==> config.mk <==
export PLATFORM = sky130hd
export DESIGN_NAME = ld_use_stall_unit
export DESIGN_NICKNAME = d
export VERILOG_FILES = /design/src/rtl/ldu_pkg.sv /design/src/rtl/ldu_detect.sv /design/src/rtl/ldu_ctrl_gate.sv /design/src/rtl/ldu_ex_ctrl_reg.sv /design/src/rtl/ld_use_stall_unit.sv
export SDC_FILE = /design/constraint.sdc
export NUM_CORES = 1
export LEC_CHECK = 0
export BUFFER_PORTS_ARGS = -buffer_cell sky130_fd_sc_hd__buf_4
export CORE_AREA = 2 2 39 41
export DETAILED_ROUTE_END_ITERATION = 10
export DIE_AREA = 0 0 41 43
export MAX_ROUTING_LAYER = met4
export REMOVE_ABC_BUFFERS = 1
export SLEW_MARGIN = 20
export SYNTH_ARGS = -nofsm -noshare
export SYNTH_HDL_FRONTEND = slang
export SYNTH_SLANG_ARGS = --single-unit
==> constraint.sdc <==
create_clock -name clk -period 0.9 [get_ports clk]
set_input_delay 0.135 -clock clk [delete_from_list [all_inputs] [get_ports clk]]
set_output_delay 0.135 -clock clk [all_outputs]
set_load 0.02 [all_outputs]
==> src/rtl/ldu_pkg.sv <==
package ldu_pkg;
   localparam int unsigned FWD_W = 2;

   typedef enum logic [FWD_W-1:0] {
      FWD_RF  = 2'd0,
      FWD_EX  = 2'd1,
      FWD_MEM = 2'd2,
      FWD_WB  = 2'd3
   } fwd_sel_e;
endpackage

==> src/rtl/ldu_detect.sv <==
module ldu_detect
   import ldu_pkg::*;
(
   input  logic             load_in_ex,
   input  logic [FWD_W-1:0] sel_a,
   input  logic [FWD_W-1:0] sel_b,
   output logic             hold
);
   logic a_needs_ex;
   logic b_needs_ex;

   always_comb begin
      a_needs_ex = (sel_a == FWD_EX);
      b_needs_ex = (sel_b == FWD_EX);
      hold       = load_in_ex & (a_needs_ex | b_needs_ex);
   end
endmodule

==> src/rtl/ldu_ctrl_gate.sv <==
module ldu_ctrl_gate #(
   parameter int unsigned     CTRL_W     = 8,
   parameter logic [CTRL_W-1:0] CLEAR_MASK = '1
) (
   input  logic              squash,
   input  logic [CTRL_W-1:0] ctrl_in,
   output logic [CTRL_W-1:0] ctrl_out
);
   for (genvar i = 0; i < CTRL_W; i++) begin : g_bit
      if (CLEAR_MASK[i]) begin : g_clr
         assign ctrl_out[i] = ctrl_in[i] & ~squash;
      end else begin : g_pass
         assign ctrl_out[i] = ctrl_in[i];
      end
   end
endmodule

==> src/rtl/ldu_ex_ctrl_reg.sv <==
module ldu_ex_ctrl_reg #(
   parameter int unsigned CTRL_W = 8
) (
   input  logic              clk,
   input  logic              rst_n,
   input  logic [CTRL_W-1:0] d,
   output logic [CTRL_W-1:0] q
);
   always_ff @(posedge clk or negedge rst_n) begin
      if (!rst_n) q <= '0;
      else        q <= d;
   end
endmodule

==> src/rtl/ld_use_stall_unit.sv <==
module ld_use_stall_unit
   import ldu_pkg::*;
#(
   parameter int unsigned       CTRL_W     = 8,
   parameter int unsigned       MEMRD_BIT  = 1,
   parameter logic [CTRL_W-1:0] CLEAR_MASK = 8'h1F
) (
   input  logic              clk,
   input  logic              rst_n,
   input  logic [CTRL_W-1:0] id_ctrl,
   input  logic [1:0]        fwd_a,
   input  logic [1:0]        fwd_b,
   output logic              pc_we,
   output logic              ir_we,
   output logic              bubble,
   output logic [CTRL_W-1:0] ex_ctrl,
   output logic              ex_load
);
   localparam logic [CTRL_W-1:0] KEEP_MASK = ~CLEAR_MASK;

   if (MEMRD_BIT >= CTRL_W) begin : g_bad_bit
      $error("MEMRD_BIT lies outside the control word");
   end
   if (!CLEAR_MASK[MEMRD_BIT]) begin : g_bad_mask
      $error("CLEAR_MASK must cover the memory-read bit");
   end
   if (FWD_W != 2) begin : g_bad_fwd
      $error("forwarding select width must be 2");
   end

   logic              hold;
   logic [CTRL_W-1:0] next_ctrl;

   assign ex_load = ex_ctrl[MEMRD_BIT];

   ldu_detect u_detect (
      .load_in_ex (ex_load),
      .sel_a      (fwd_a),
      .sel_b      (fwd_b),
      .hold       (hold)
   );

   ldu_ctrl_gate #(.CTRL_W(CTRL_W), .CLEAR_MASK(CLEAR_MASK)) u_gate (
      .squash   (hold),
      .ctrl_in  (id_ctrl),
      .ctrl_out (next_ctrl)
   );

   ldu_ex_ctrl_reg #(.CTRL_W(CTRL_W)) u_exreg (
      .clk   (clk),
      .rst_n (rst_n),
      .d     (next_ctrl),
      .q     (ex_ctrl)
   );

   assign bubble = hold;
   assign pc_we  = ~hold;
   assign ir_we  = ~hold;

   AST_ONE_CYCLE_STALL: assert property (@(posedge clk) disable iff (!rst_n)
      bubble |=> !bubble);
   AST_LOAD_LEAVES_EX: assert property (@(posedge clk) disable iff (!rst_n)
      bubble |=> !ex_load);
   AST_BUBBLE_CLEARS: assert property (@(posedge clk) disable iff (!rst_n)
      bubble |=> ((ex_ctrl & CLEAR_MASK) == '0));
   AST_KEEP_BITS: assert property (@(posedge clk) disable iff (!rst_n)
      bubble |=> ((ex_ctrl & KEEP_MASK) == ($past(id_ctrl) & KEEP_MASK)));
   AST_PASS_THROUGH: assert property (@(posedge clk) disable iff (!rst_n)
      !bubble |=> (ex_ctrl == $past(id_ctrl)));
   AST_NO_LOAD_NO_STALL: assert property (@(posedge clk) disable iff (!rst_n)
      !ex_load |-> (!bubble && pc_we && ir_we));
endmodule

* Yosys cells after proc, flatten, opt, wreduce, memory -nomap -nowiden
Index checks and enable logic that the tools add are counted.
Word-level totals: logic and storage cells 11, bits in registers 8, output and inout bits 12, input bits 14
Cells by class: eq/ne operators 2, bitwise gates (word level) 8
Operator list (number):
- AND 1 bit | 6
- == test 2 x 1 -> 1 bit, second input constant | 2
- NOT 1 bit | 1
- bitwise OR 1 bit | 1

* Depth between registers and ports, before layout
depth in word-level cells 5, depth in mapped cells 3, mapped depth without buffers 3

* Modules after synthesis
From an unflattened synthesis, not the netlist that was laid out.
Unflattened totals: cells, all modules 22, area, all modules 296.5 um^2
Modules (own cells, without submodules):
- ldu_ex_ctrl_reg | times used 1, cells each 8, seq. area each 200.2 um^2, area each 200.2 um^2
- ldu_ctrl_gate | times used 1, cells each 8, seq. area each 0.0 um^2, area each 53.8 um^2
- ldu_detect | times used 1, cells each 3, seq. area each 0.0 um^2, area each 23.8 um^2
- ld_use_stall_unit | times used 1, cells each 3, seq. area each 0.0 um^2, area each 18.8 um^2

* Least setup slack after synthesis
Ideal clock, no wire load.
path kind flip-flop to output port, start reg u_exreg.q[1], end out pc_we, stages on the path, launching flop included 3, data arrival time 823 ps, required time 765 ps, slack -58 ps, buffers on the path 1, path through dfrtp_1 > o21ai_4 > buf_4
On the way: cells in the longest elaborated chain, start to end 2
RTL lines:
- start, declared | line ldu_ex_ctrl_reg.sv:7 | output logic [CTRL_W-1:0] q
- start signal, assigned | line ldu_ex_ctrl_reg.sv:10 | if (!rst_n) q <= '0;
- start signal, assigned | line ldu_ex_ctrl_reg.sv:11 | else q <= d;
- AND 1 bit | line ldu_detect.sv:15 | hold = load_in_ex & (a_needs_ex | b_needs_ex);
- NOT 1 bit
- end, declared | line ld_use_stall_unit.sv:13 | output logic pc_we,
No other way between the ends.

* Worst setup path in the final report
start reg u_exreg.q[1], end out bubble
On the way: cells in the longest elaborated chain, start to end 1
RTL lines:
- AND 1 bit | line ldu_detect.sv:15
- end, declared | line ld_use_stall_unit.sv:15 | output logic bubble,
No other way between the ends.

==> summary.md <==
| Metric | Value |
|---|---|
| Final nets | `67` |
| CP max FO | `4` |
| Distinct cells, synth | `6` |
| Max reg flops | `8` |
| Area leader, netlist | `dfrtp_1` |
| Antenna-violating nets left | `0` |
| Setup_tns | `-0.8399 ns` |
| Final setup margin | `-0.1742 ns` |
| Hold path endpoint | `u_exreg.q[3]` |
| Worst EP required | `0.76 ns` |
| Largest net degree at the start of global routing | `9` |
| Wirelength per Cell | `11.27 um` |
| Fin Hold WS | `0.1012 ns` |
| Sequential power share | `45.0%` |
| Syn Inst Count | `19` |
| Fill count | `138` |
| Core box area | `1384 um^2` |
| Failing checks | `setup timing` |
| R2R Path Start | `u_exreg.q[1]` |
| Biggest regs | `u_exreg.q (8)` |
| Diode count | `0` |
| Cts bufs inserted | `3` |
| Worst setup EP type | `output pin` |
| Share of the synthesized area in the top cell type | `68.09%` |
| Slew margin rel. | `89.41%` |
| Syn. warnings | `0` |
| I/O pin total | `26` |
| Worst VDD drop | `0.0004778 V` |
| Post-Route Utilization | `43.85%` |
| Vias per cell | `3.791` |
| Worst slew pin tran | `0.1583 ns` |
| CP max stage delay | `0.43 ns` |
| Path depth of the worst reg2reg path | `3` |
| Initial DRC count | `3` |
| Clock Path Buffers | `2` |
| Slew Viols, Final | `0` |
| Clock Latency Late Sink | `0.24 ns` |
| Layout area overhead | `106.4%` |
| PortBufs | `25` |
| Cell internal pwr | `672.8 uW` |
| Total grt overflow | `0` |
| Final Cycle Share | `119.4%` |
| CTS tree | `yes` |
| Clock share of power | `29.0%` |
| Synth area leaders | `dfrtp_1 (68%), and2_1 (11%), nor2b_4 (9.4%)` |
| CP bufs+invs | `2` |
| Top reg by flops | `u_exreg.q` |
| H-tree depth | `1` |
| Total die area | `1763 um^2` |
| WL final | `755 um` |
| Clk_skew | `0.001092 ns` |
| Initial antenna violation count | `0` |
| Cell Rows | `14` |
| Fin cells | `67` |
| DIE WIDTH | `41 um` |
| First-pass GRT wire length | `1.110 mm` |
| Vias in the first global route | `284` |
| Placed Instance Area | `494.2 um^2` |
| Placer Congestion | `0.6566` |
| Starting Density | `21.25%` |
| Logic pwr share | `26.0%` |
| Power per cell area | `1465 nW/um^2` |
| FF-to-FF End | `u_exreg.q[2]` |
| Worst hold start | `id_ctrl[3]` |
| Net Sw Frac | `24.31%` |
| Worst Path Arrival | `0.94 ns` |
| Hold WC Path Type | `primary input to flip-flop` |
| Synthesized area | `294.0 um^2` |
| RSZ-0062 raised after global routing | `true` |
| Synth async-reset ratio | `100.0%` |
| Pleak | `0.3031 nW` |
| Root buffer cell | `clkbuf_4` |
| Post-synth top flop | `dfrtp_1` |
| Max Fclk | `930.9 MHz` |
| 1st-pass router iterations | `2` |
| Total of max-cap violations | `0` |
| Vias | `254` |
| Die outline height | `43 um` |
| CP delay by family, top | `flip-flops` |
| Final Cell Area | `606.8 um^2` |
| Placed cell count | `59` |
| Status | `complete, but fails checks` |
| GR Util All Layers | `10.48%` |
| FF-to-FF setup slack | `0 ns` |
| Yosys reg bits | `8` |
| Psw | `216.1 uW` |
| Most common cell in the netlist | `dfrtp_1` |
| Hold Fails Final Rpt | `0` |
| Setup violators final | `5` |
| DRC errors left | `0` |
| Sink Count | `8` |
| Total power | `888.9 uW` |
| Seq/Total Area, Yosys | `68.09%` |
| Synth cell count leaders | `dfrtp_1 (8), and2_1 (5), buf_4 (2), nor2b_4 (2)` |
| CP cell instances | `o21ai_4, inv_2, buf_6` |
| Critical path launch point type | `flip-flop` |
| Pre-CTS WS | `-0.02827 ns` |
| Syn Area/Cell | `15.48 um^2` |
| Post-synth EDFFs | `0` |
| Min cycle time layout | `1.074 ns` |
| Reg clk slew, reported paths | `0.05 ns` |
| Crit path kind | `flip-flop to output pin` |
| Fraction of layout cells with a size suffix above 1 | `68.63%` |
| Worst Hold Depth | `2` |
| Slowest CP cell | `dfrtp_2` |
## metal layers
metal / vias to the layer above / wire length [um] / GRT usage (%)
met5: - / 0 / -
met4: 0 / 0 / 6.000
met3: 0 / 106 / 6.283
met2: 26 / 366 / 15.94
met1: 108 / 282 / 9.571
li1: 120 / - / -
## power by group through the flow
stage	Clock, mW	Sequential [mW]	Combinational [mW]
finish	0.257	0.400	0.231
global route	0.286	0.403	0.248
CTS	0.271	0.398	0.230
detailed placement	0	0.401	0.193
global placement	0	0.399	0.191
floorplan	0	0.434	0.0407
## cells by family after synthesis
| group | synth area share, % |
|---|---|
| AOI/OAI and AO/OA | 5.533 |
| buffers and inverters | 6.380 |
| DFF | 68.08 |
| and+or+nand+nor | 20.00 |
## cells in the final DEF (no fill, tap or decap), drive strengths merged
cell type    Yosys  routed
and2             5       5
o21ai            1       1
buf              2      27
nor2b            2       2
dlygate4sd3      0       4
inv              1       1
clkbuf           0       3
dfrtp            8       8
## area by class of cell
class | instances | area (um^2) | share of cell area (%)
repair buffers | 31 | 284.0 | 46.80
clock buffers | 3 | 22.52 | 3.711
multi-input cells | 8 | 75.07 | 12.37
flip-flops and latches | 8 | 201.4 | 33.20
inverters | 1 | 3.754 | 0.6186
well taps | 16 | 20.02 | 3.299
## worst max path at each step
| stage | end | from | cells after the start | slack, ns |
|---|---|---|---|---|
| floorplan | bubble | u_exreg.q[1] | 2 | -0.24 |
| global placement | bubble | fwd_a[0] | 5 | 0.0004 |
| detailed placement | bubble | fwd_a[0] | 5 | -0.03 |
| CTS | bubble | u_exreg.q[1] | 3 | -0.20 |
| global route | bubble | u_exreg.q[1] | 3 | -0.22 |
| finish | bubble | u_exreg.q[1] | 3 | -0.17 |
## what timing repair did
| item | CTS | global route |
|---|---|---|
| endpoints found under the hold margin | 11 | 0 |
| resized for setup | 10 | 3 |
| hold buffers | 4 | 0 |
| buffers inserted | 1 | 0 |
| setup endpoints to repair | 10 | 17 |
Note: power is estimated with default switching activity, not from simulation.
